<file path="config.mk">
export PLATFORM = sky130hd
export DESIGN_NAME = tap_instr_unit
export DESIGN_NICKNAME = d
export VERILOG_FILES = /design/src/rtl/tap_ir_pkg.sv /design/src/rtl/tir_shift_latch.sv /design/src/rtl/tir_decode.sv /design/src/rtl/tir_id_reg.sv /design/src/rtl/tir_bypass.sv /design/src/rtl/tap_instr_unit.sv
export SDC_FILE = /design/constraint.sdc
export NUM_CORES = 1
export LEC_CHECK = 0
export BUFFER_PORTS_ARGS = -buffer_cell sky130_fd_sc_hd__buf_2
export CAP_MARGIN = 20
export CORE_UTILIZATION = 35
export CTS_BUF_LIST = sky130_fd_sc_hd__clkbuf_4 sky130_fd_sc_hd__clkbuf_8
export DETAILED_ROUTE_END_ITERATION = 8
export PLACE_DENSITY_LB_ADDON = 0.25
export SYNTH_ARGS = -nofsm -noshare
export SYNTH_HDL_FRONTEND = slang
export SYNTH_HIERARCHICAL = 1
export SYNTH_SLANG_ARGS = --single-unit
export TNS_END_PERCENT = 10
</file>
<file path="constraint.sdc">
create_clock -name tck_i -period 4.2 [get_ports tck_i]
set_input_delay 0 -clock tck_i [delete_from_list [all_inputs] [get_ports tck_i]]
set_output_delay 0 -clock tck_i [all_outputs]
set_load 0.02 [all_outputs]
</file>
<file path="src/rtl/tap_ir_pkg.sv">
package tap_ir_pkg;
  localparam int unsigned IR_W = 3;

  localparam logic [IR_W-1:0] INS_EXTEST = 3'b000;
  localparam logic [IR_W-1:0] INS_IDCODE = 3'b001;
  localparam logic [IR_W-1:0] INS_SAMPLE = 3'b010;
  localparam logic [IR_W-1:0] INS_CLAMP  = 3'b011;
  localparam logic [IR_W-1:0] INS_HIGHZ  = 3'b100;
  localparam logic [IR_W-1:0] INS_BYPASS = 3'b111;

  // fixed capture pattern, low two bits read 01
  localparam logic [IR_W-1:0] IR_CAPTURE = 3'b001;

  typedef enum logic [1:0] {
    PM_FUNC = 2'b00,
    PM_SCAN = 2'b01,
    PM_HIZ  = 2'b10
  } pin_mode_e;

  typedef struct packed {
    logic bsr;
    logic byp;
    logic id;
  } dr_sel_t;
endpackage

</file>
<file path="src/rtl/tir_shift_latch.sv">
module tir_shift_latch
  import tap_ir_pkg::*;
(
  input  logic            tck_i,
  input  logic            rst_ni,
  input  logic            tdi_i,
  input  logic            tlr_i,
  input  logic            cap_i,
  input  logic            sh_i,
  input  logic            upd_i,
  output logic            sr_lsb_o,
  output logic [IR_W-1:0] instr_o
);
  logic [IR_W-1:0] sr_q;
  logic [IR_W-1:0] instr_q;

  always_ff @(posedge tck_i or negedge rst_ni) begin
    if (!rst_ni)    sr_q <= IR_CAPTURE;
    else if (cap_i) sr_q <= IR_CAPTURE;
    else if (sh_i)  sr_q <= {tdi_i, sr_q[IR_W-1:1]};
  end

  // parallel stage updates on the falling edge; reset state wins
  always_ff @(negedge tck_i or negedge rst_ni) begin
    if (!rst_ni)    instr_q <= INS_IDCODE;
    else if (tlr_i) instr_q <= INS_IDCODE;
    else if (upd_i) instr_q <= sr_q;
  end

  assign sr_lsb_o = sr_q[0];
  assign instr_o  = instr_q;


  cap_pattern_chk: assert property (@(posedge tck_i) disable iff (!rst_ni)
    cap_i |=> (sr_q == IR_CAPTURE));

  ir_shift_chk: assert property (@(posedge tck_i) disable iff (!rst_ni)
    (sh_i && !cap_i) |=> (sr_q[IR_W-1] == $past(tdi_i)));

  tlr_forces_id_chk: assert property (@(negedge tck_i) disable iff (!rst_ni)
    tlr_i |=> (instr_q == INS_IDCODE));

  instr_hold_chk: assert property (@(negedge tck_i) disable iff (!rst_ni)
    (!tlr_i && !upd_i) |=> $stable(instr_q));
endmodule

</file>
<file path="src/rtl/tir_decode.sv">
module tir_decode
  import tap_ir_pkg::*;
(
  input  logic [IR_W-1:0] instr_i,
  output dr_sel_t         sel_o,
  output pin_mode_e       pin_mode_o,
  output logic            hold_o
);
  always_comb begin
    sel_o      = '{bsr: 1'b0, byp: 1'b1, id: 1'b0};
    pin_mode_o = PM_FUNC;
    hold_o     = 1'b0;
    unique case (instr_i)
      INS_EXTEST: begin
        sel_o      = '{bsr: 1'b1, byp: 1'b0, id: 1'b0};
        pin_mode_o = PM_SCAN;
      end
      INS_IDCODE: sel_o = '{bsr: 1'b0, byp: 1'b0, id: 1'b1};
      INS_SAMPLE: sel_o = '{bsr: 1'b1, byp: 1'b0, id: 1'b0};
      INS_CLAMP: begin
        pin_mode_o = PM_SCAN;
        hold_o     = 1'b1;
      end
      INS_HIGHZ: pin_mode_o = PM_HIZ;
      default: ; // BYPASS and unassigned codes
    endcase
  end
endmodule

</file>
<file path="src/rtl/tir_id_reg.sv">
module tir_id_reg #(
  parameter int unsigned MFR_W = 11,
  parameter int unsigned PART_W = 16,
  parameter int unsigned VER_W = 4,
  parameter logic [MFR_W-1:0]  MFR_ID  = '0,
  parameter logic [PART_W-1:0] PART_ID = '0,
  parameter logic [VER_W-1:0]  VER_ID  = '0
) (
  input  logic tck_i,
  input  logic rst_ni,
  input  logic tdi_i,
  input  logic en_i,
  input  logic cap_i,
  input  logic sh_i,
  output logic so_o
);
  localparam int unsigned ID_W = 1 + MFR_W + PART_W + VER_W;
  localparam logic [ID_W-1:0] ID_VAL = {VER_ID, PART_ID, MFR_ID, 1'b1};

  logic [ID_W-1:0] q;

  for (genvar i = 0; i < ID_W; i++) begin : g_bit
    logic shin;
    if (i == ID_W - 1) begin : g_msb
      assign shin = tdi_i;
    end else begin : g_mid
      assign shin = q[i+1];
    end
    always_ff @(posedge tck_i or negedge rst_ni) begin
      if (!rst_ni)             q[i] <= ID_VAL[i];
      else if (en_i && cap_i)  q[i] <= ID_VAL[i];
      else if (en_i && sh_i)   q[i] <= shin;
    end
  end

  assign so_o = q[0];


  id_lsb_chk: assert property (@(posedge tck_i) disable iff (!rst_ni)
    (en_i && cap_i) |=> (so_o == 1'b1));
endmodule

</file>
<file path="src/rtl/tir_bypass.sv">
module tir_bypass (
  input  logic tck_i,
  input  logic rst_ni,
  input  logic tdi_i,
  input  logic en_i,
  input  logic cap_i,
  input  logic sh_i,
  output logic so_o
);
  logic q;

  always_ff @(posedge tck_i or negedge rst_ni) begin
    if (!rst_ni)            q <= 1'b0;
    else if (en_i && cap_i) q <= 1'b0;
    else if (en_i && sh_i)  q <= tdi_i;
  end

  assign so_o = q;


  byp_cap_chk: assert property (@(posedge tck_i) disable iff (!rst_ni)
    (en_i && cap_i) |=> !so_o);

  byp_shift_chk: assert property (@(posedge tck_i) disable iff (!rst_ni)
    (en_i && sh_i && !cap_i) |=> (so_o == $past(tdi_i)));
endmodule

</file>
<file path="src/rtl/tap_instr_unit.sv">
module tap_instr_unit
  import tap_ir_pkg::*;
#(
  parameter int unsigned MFR_W = 11,
  parameter int unsigned PART_W = 16,
  parameter int unsigned VER_W = 4,
  parameter logic [MFR_W-1:0]  MFR_ID  = 11'h2B5,
  parameter logic [PART_W-1:0] PART_ID = 16'hC3E1,
  parameter logic [VER_W-1:0]  VER_ID  = 4'h9
) (
  input  logic            tck_i,
  input  logic            rst_ni,
  input  logic            tdi_i,
  input  logic            tlr_i,
  input  logic            cap_ir_i,
  input  logic            sh_ir_i,
  input  logic            upd_ir_i,
  input  logic            cap_dr_i,
  input  logic            sh_dr_i,
  input  logic            bsr_so_i,
  output logic [IR_W-1:0] instr_o,
  output logic            sel_bsr_o,
  output logic            sel_byp_o,
  output logic            sel_id_o,
  output logic [1:0]      pin_mode_o,
  output logic            hold_o,
  output logic            tdo_o,
  output logic            tdo_en_o
);
  logic            ir_so;
  logic            id_so;
  logic            byp_so;
  logic [IR_W-1:0] instr;
  dr_sel_t         sel;
  pin_mode_e       pmode;
  logic            hold;
  logic            ser_nxt;
  logic            shift_any;
  logic            tdo_q;
  logic            tdo_en_q;

  tir_shift_latch u_ir (
    .tck_i    (tck_i),
    .rst_ni   (rst_ni),
    .tdi_i    (tdi_i),
    .tlr_i    (tlr_i),
    .cap_i    (cap_ir_i),
    .sh_i     (sh_ir_i),
    .upd_i    (upd_ir_i),
    .sr_lsb_o (ir_so),
    .instr_o  (instr)
  );

  tir_decode u_dec (
    .instr_i    (instr),
    .sel_o      (sel),
    .pin_mode_o (pmode),
    .hold_o     (hold)
  );

  tir_id_reg #(
    .MFR_W  (MFR_W),
    .PART_W (PART_W),
    .VER_W  (VER_W),
    .MFR_ID (MFR_ID),
    .PART_ID(PART_ID),
    .VER_ID (VER_ID)
  ) u_id (
    .tck_i  (tck_i),
    .rst_ni (rst_ni),
    .tdi_i  (tdi_i),
    .en_i   (sel.id),
    .cap_i  (cap_dr_i),
    .sh_i   (sh_dr_i),
    .so_o   (id_so)
  );

  tir_bypass u_byp (
    .tck_i  (tck_i),
    .rst_ni (rst_ni),
    .tdi_i  (tdi_i),
    .en_i   (sel.byp),
    .cap_i  (cap_dr_i),
    .sh_i   (sh_dr_i),
    .so_o   (byp_so)
  );

  assign shift_any = sh_ir_i | sh_dr_i;

  always_comb begin
    if (sh_ir_i)      ser_nxt = ir_so;
    else if (sel.bsr) ser_nxt = bsr_so_i;
    else if (sel.id)  ser_nxt = id_so;
    else              ser_nxt = byp_so;
  end

  always_ff @(negedge tck_i or negedge rst_ni) begin
    if (!rst_ni) begin
      tdo_q    <= 1'b0;
      tdo_en_q <= 1'b0;
    end else begin
      tdo_q    <= shift_any ? ser_nxt : 1'b0;
      tdo_en_q <= shift_any;
    end
  end

  assign instr_o    = instr;
  assign sel_bsr_o  = sel.bsr;
  assign sel_byp_o  = sel.byp;
  assign sel_id_o   = sel.id;
  assign pin_mode_o = pmode;
  assign hold_o     = hold;
  assign tdo_o      = tdo_q;
  assign tdo_en_o   = tdo_en_q;


  one_sel_chk: assert property (@(posedge tck_i) disable iff (!rst_ni)
    $countones({sel_bsr_o, sel_byp_o, sel_id_o}) == 1);

  clamp_drive_chk: assert property (@(posedge tck_i) disable iff (!rst_ni)
    hold_o |-> (pin_mode_o == PM_SCAN && sel_byp_o));

  hiz_byp_chk: assert property (@(posedge tck_i) disable iff (!rst_ni)
    (pin_mode_o == PM_HIZ) |-> sel_byp_o);

  tdo_off_chk: assert property (@(negedge tck_i) disable iff (!rst_ni)
    !shift_any |=> (!tdo_en_o && !tdo_o));

  tdo_on_chk: assert property (@(negedge tck_i) disable iff (!rst_ni)
    shift_any |=> tdo_en_o);
endmodule

</file>
==> flow_summary.ini <==
[detailed_routing]
routed_via_density = 5.30
detailedRoute.firstPassIterationCount = 4
vias = 1552
avgRoutedWirePerCell_um = 14.8
drt_wl_total_um = 4340
drt_drc_violations_left = 0
ant_nets = 0
drt_first_iter_violations = 117

[yosys]
seq_total_area_yosys_pct = 48.2
syn_nets = 210
synth_top_flop_cell = sky130_fd_sc_hd__dfstp_2
synth_largest_area_cell = sky130_fd_sc_hd__dfstp_2
synthDistinctLibCells = 32
synth.top_cells.by_count = 19 x sky130_fd_sc_hd__dfstp_2, 18 x sky130_fd_sc_hd__dfrtp_1, 18 x sky130_fd_sc_hd__or2_2
synth_largest_type_area_fraction_pct = 22.9
synth_async_sr_flop_share_pct = 100
yosysWarningCount = 6
synth.ff_latch_count = 41
postSynthCellCount = 200
yosys.cell_count.top_type = sky130_fd_sc_hd__dfstp_2
mappedNetlistArea_um2 = 2180
synthesis.area_per_instance_um2 = 10.9
synth-edff-count = 0
synth_area_leaders = sky130_fd_sc_hd__dfstp_2 23%, sky130_fd_sc_hd__dfrtp_1 21%, sky130_fd_sc_hd__o311a_1 7.8%, sky130_fd_sc_hd__o221ai_2 6.9%, sky130_fd_sc_hd__or2_2 5.2%

[final_layout]
areaGrowthSynthToFinish_pct = 11.1
design.final.nets = 227
layout-drive-gt1-share_pct = 38.5
design_area_um2 = 2420
diodes = 0
finish.utilization_pct = 40.6
number_of_fillers_in_the_final_layout = 598

[timing]
rsz0062_at_grt = no
timing.slew.headroom_pct = 45.8
setup_viol = 0
clock-skew-final_ns = 0.0604
slew_viol_final = 0
timing.final.hold_violations = 0
actual_transition_at_the_worst_max_transition_pin_ns = 0.813
setup_tns_ns = 0

[cts]
cts_resized = 0
clkTransAtPathRegs_ns = 0.08
clock_sinks = 41
cts_max_level = 2
clockRootBuffer = sky130_fd_sc_hd__clkbuf_8
clk_latency_ns = 0.34
worst_case_clock_buffer_depth = 2
tritoncts = built
tritoncts.num_buffers = 5

[floorplanning]
io_pins = 21
chipWidth_um = 80.9
start_util_pct = 36.6
core_region_area_um2 = 5960
design.die.area_um2 = 6540
die_y_um = 80.9
placementRows = 28

[worst_setup_path]
path_buf_inv = 2
endpoint_kind = output port
critical-path-max-stage-delay_ns = 0.59
cp.required_ns = 4.20
worst_setup_path_start_kind = flip-flop
critical_path.cell_chain = nor3b_4 -> buf_4 -> buf_2
timing.critical_path.slowest_stage_cell = sky130_fd_sc_hd__dfstp_2
r2r_setup_slack_ns = 0.40
crit_path_max_fanout = 41
crit_arrival_ns = 3.90
timing.setup.critical_path_class = flip-flop to output port
critPathTopFamily = buffers and inverters

[global_routing]
track_usage_pct = 14.8
grt_antenna_before_repair = 0
grt_start_max_net_pins = 53
globalRouteOverflowTotal = 0
grt_pass1_vias = 1536
grt_first_pass_wirelength_um = 7310

[run]
drv.max_cap_violation_count = 0

[pwr]
pwr_density_cell_nw_per_um2 = 371
ir_worst_vdd_mv = 0.137
total_leakage_power_uw = 0.000970

[placement]
gp_congestion = 0.736
dpl-instance-area_um2 = 2310
port-buffer-count = 20
detailedPlacementHpwl_um = 2600

[min_path]
min_path_type = primary input to flip-flop

[run_status]
result_of_the_run = finished clean
==> logic make-up (layout without fill, tap and decap cells) <==
family | count (synthesis) | count (layout) | synth area share (%)
flip-flops | 41 | 41 | 48.2
XOR/XNOR | 1 | 1 | 0.402
AND/OR/NAND/NOR | 82 | 82 | 22.4
buffers and inverters | 33 | 51 | 7.53
multiplexers | 5 | 5 | 2.36
AO/OA/AOI/OAI | 38 | 38 | 19.1
==> cell type report <==
class / count / area, um2 / area share [%]
multi-input combinational: 126 / 975 / 40.3
timing repair buffer: 26 / 150 / 6.21
clock inverter: 3 / 13.8 / 0.569
clock buffer: 6 / 76.3 / 3.16
sequential: 41 / 1050 / 43.4
tap: 75 / 93.8 / 3.88
inverter: 16 / 60.1 / 2.48
==> final timing paths <==
| path | cells past startpoint | endpoint | start |
|---|---|---|---|
| max reg2reg | 4 | u_id/g_bit[22].shin | u_ir/instr_o[0] |
| min | 3 | u_ir/sr_q[2] | tdi_i |
| max | 3 | sel_id_o | u_ir/instr_o[0] |
| min reg2reg | 2 | u_id/g_bit[13].shin | u_id/g_bit[13].shin |
| min in group asynchronous | 2 | u_id/g_bit[14].shin | rst_ni |
| max in group asynchronous | 2 | u_ir/instr_o[0] | rst_ni |
==> layer usage <==
metal	part of all wire [%]	vias up	global-route usage [%]	wire length (um)
li1	-	756	-	-
met1	47	768	17.4	2060
met2	48	23	25.9	2100
met3	2.9	5	3.37	124
met4	1.3	0	5.89	55
met5	0	-	0	0
==> placed cells by master, fill, tap and decap left out, types with 5 or more instances in the layout <==
cell | synthesis | final
sky130_fd_sc_hd__dfstp_2 | 19 | 19
sky130_fd_sc_hd__o311a_1 | 17 | 17
sky130_fd_sc_hd__inv_1 | 17 | 17
sky130_fd_sc_hd__o221ai_2 | 10 | 10
sky130_fd_sc_hd__or2_2 | 18 | 18
sky130_fd_sc_hd__nand3_1 | 15 | 15
sky130_fd_sc_hd__or3_1 | 17 | 17
sky130_fd_sc_hd__clkbuf_8 | 0 | 5
sky130_fd_sc_hd__nor2_1 | 6 | 6
sky130_fd_sc_hd__nand2b_1 | 16 | 16
sky130_fd_sc_hd__dfrtp_1 | 18 | 18
sky130_fd_sc_hd__o221ai_1 | 5 | 5
sky130_fd_sc_hd__buf_2 | 5 | 20
==> report_power, final <==
part	internal, uW	switching, uW	total (uW)
Clock	123	130	253
Combinational	70.0	86.9	157
Sequential	454	33.2	487
Total	647	250	897
==> registers in the layout (all words and copies together), names as in the netlist <==
register	flops
u_id/g_bit.shin	31
tdo_en_o	1
tdo_o	1
u_ir/sr_q	3
u_byp/so_o	1
u_id/so_o	1
u_ir/instr_o	3
==> stage by stage <==
step	instances	setup slack, ns	hold WS (ns)	power (uW)
final	293	0.303	0.0170	897
after global routing	293	0.194	0.0239	954
after floorplan	200	0.179	-0.296	608
after global placement	283	0.505	0.0344	650
after CTS	293	0.293	0.0137	914
after detailed placement	283	0.466	0.0354	654
==> worst min-delay path, delay by kind of cell <==
kind	cells	cell delay [ns]
buffers and inverters	1	0.11
muxes	1	0.07
and+or+nand+nor	1	0.09
==> repair_timing <==
action / in CTS / in global routing
endpoints found under the hold margin: 15 / 0
hold buffers: 2 / 0
buffers inserted: 0 / 0
Note: power is estimated with default switching activity, not from simulation.
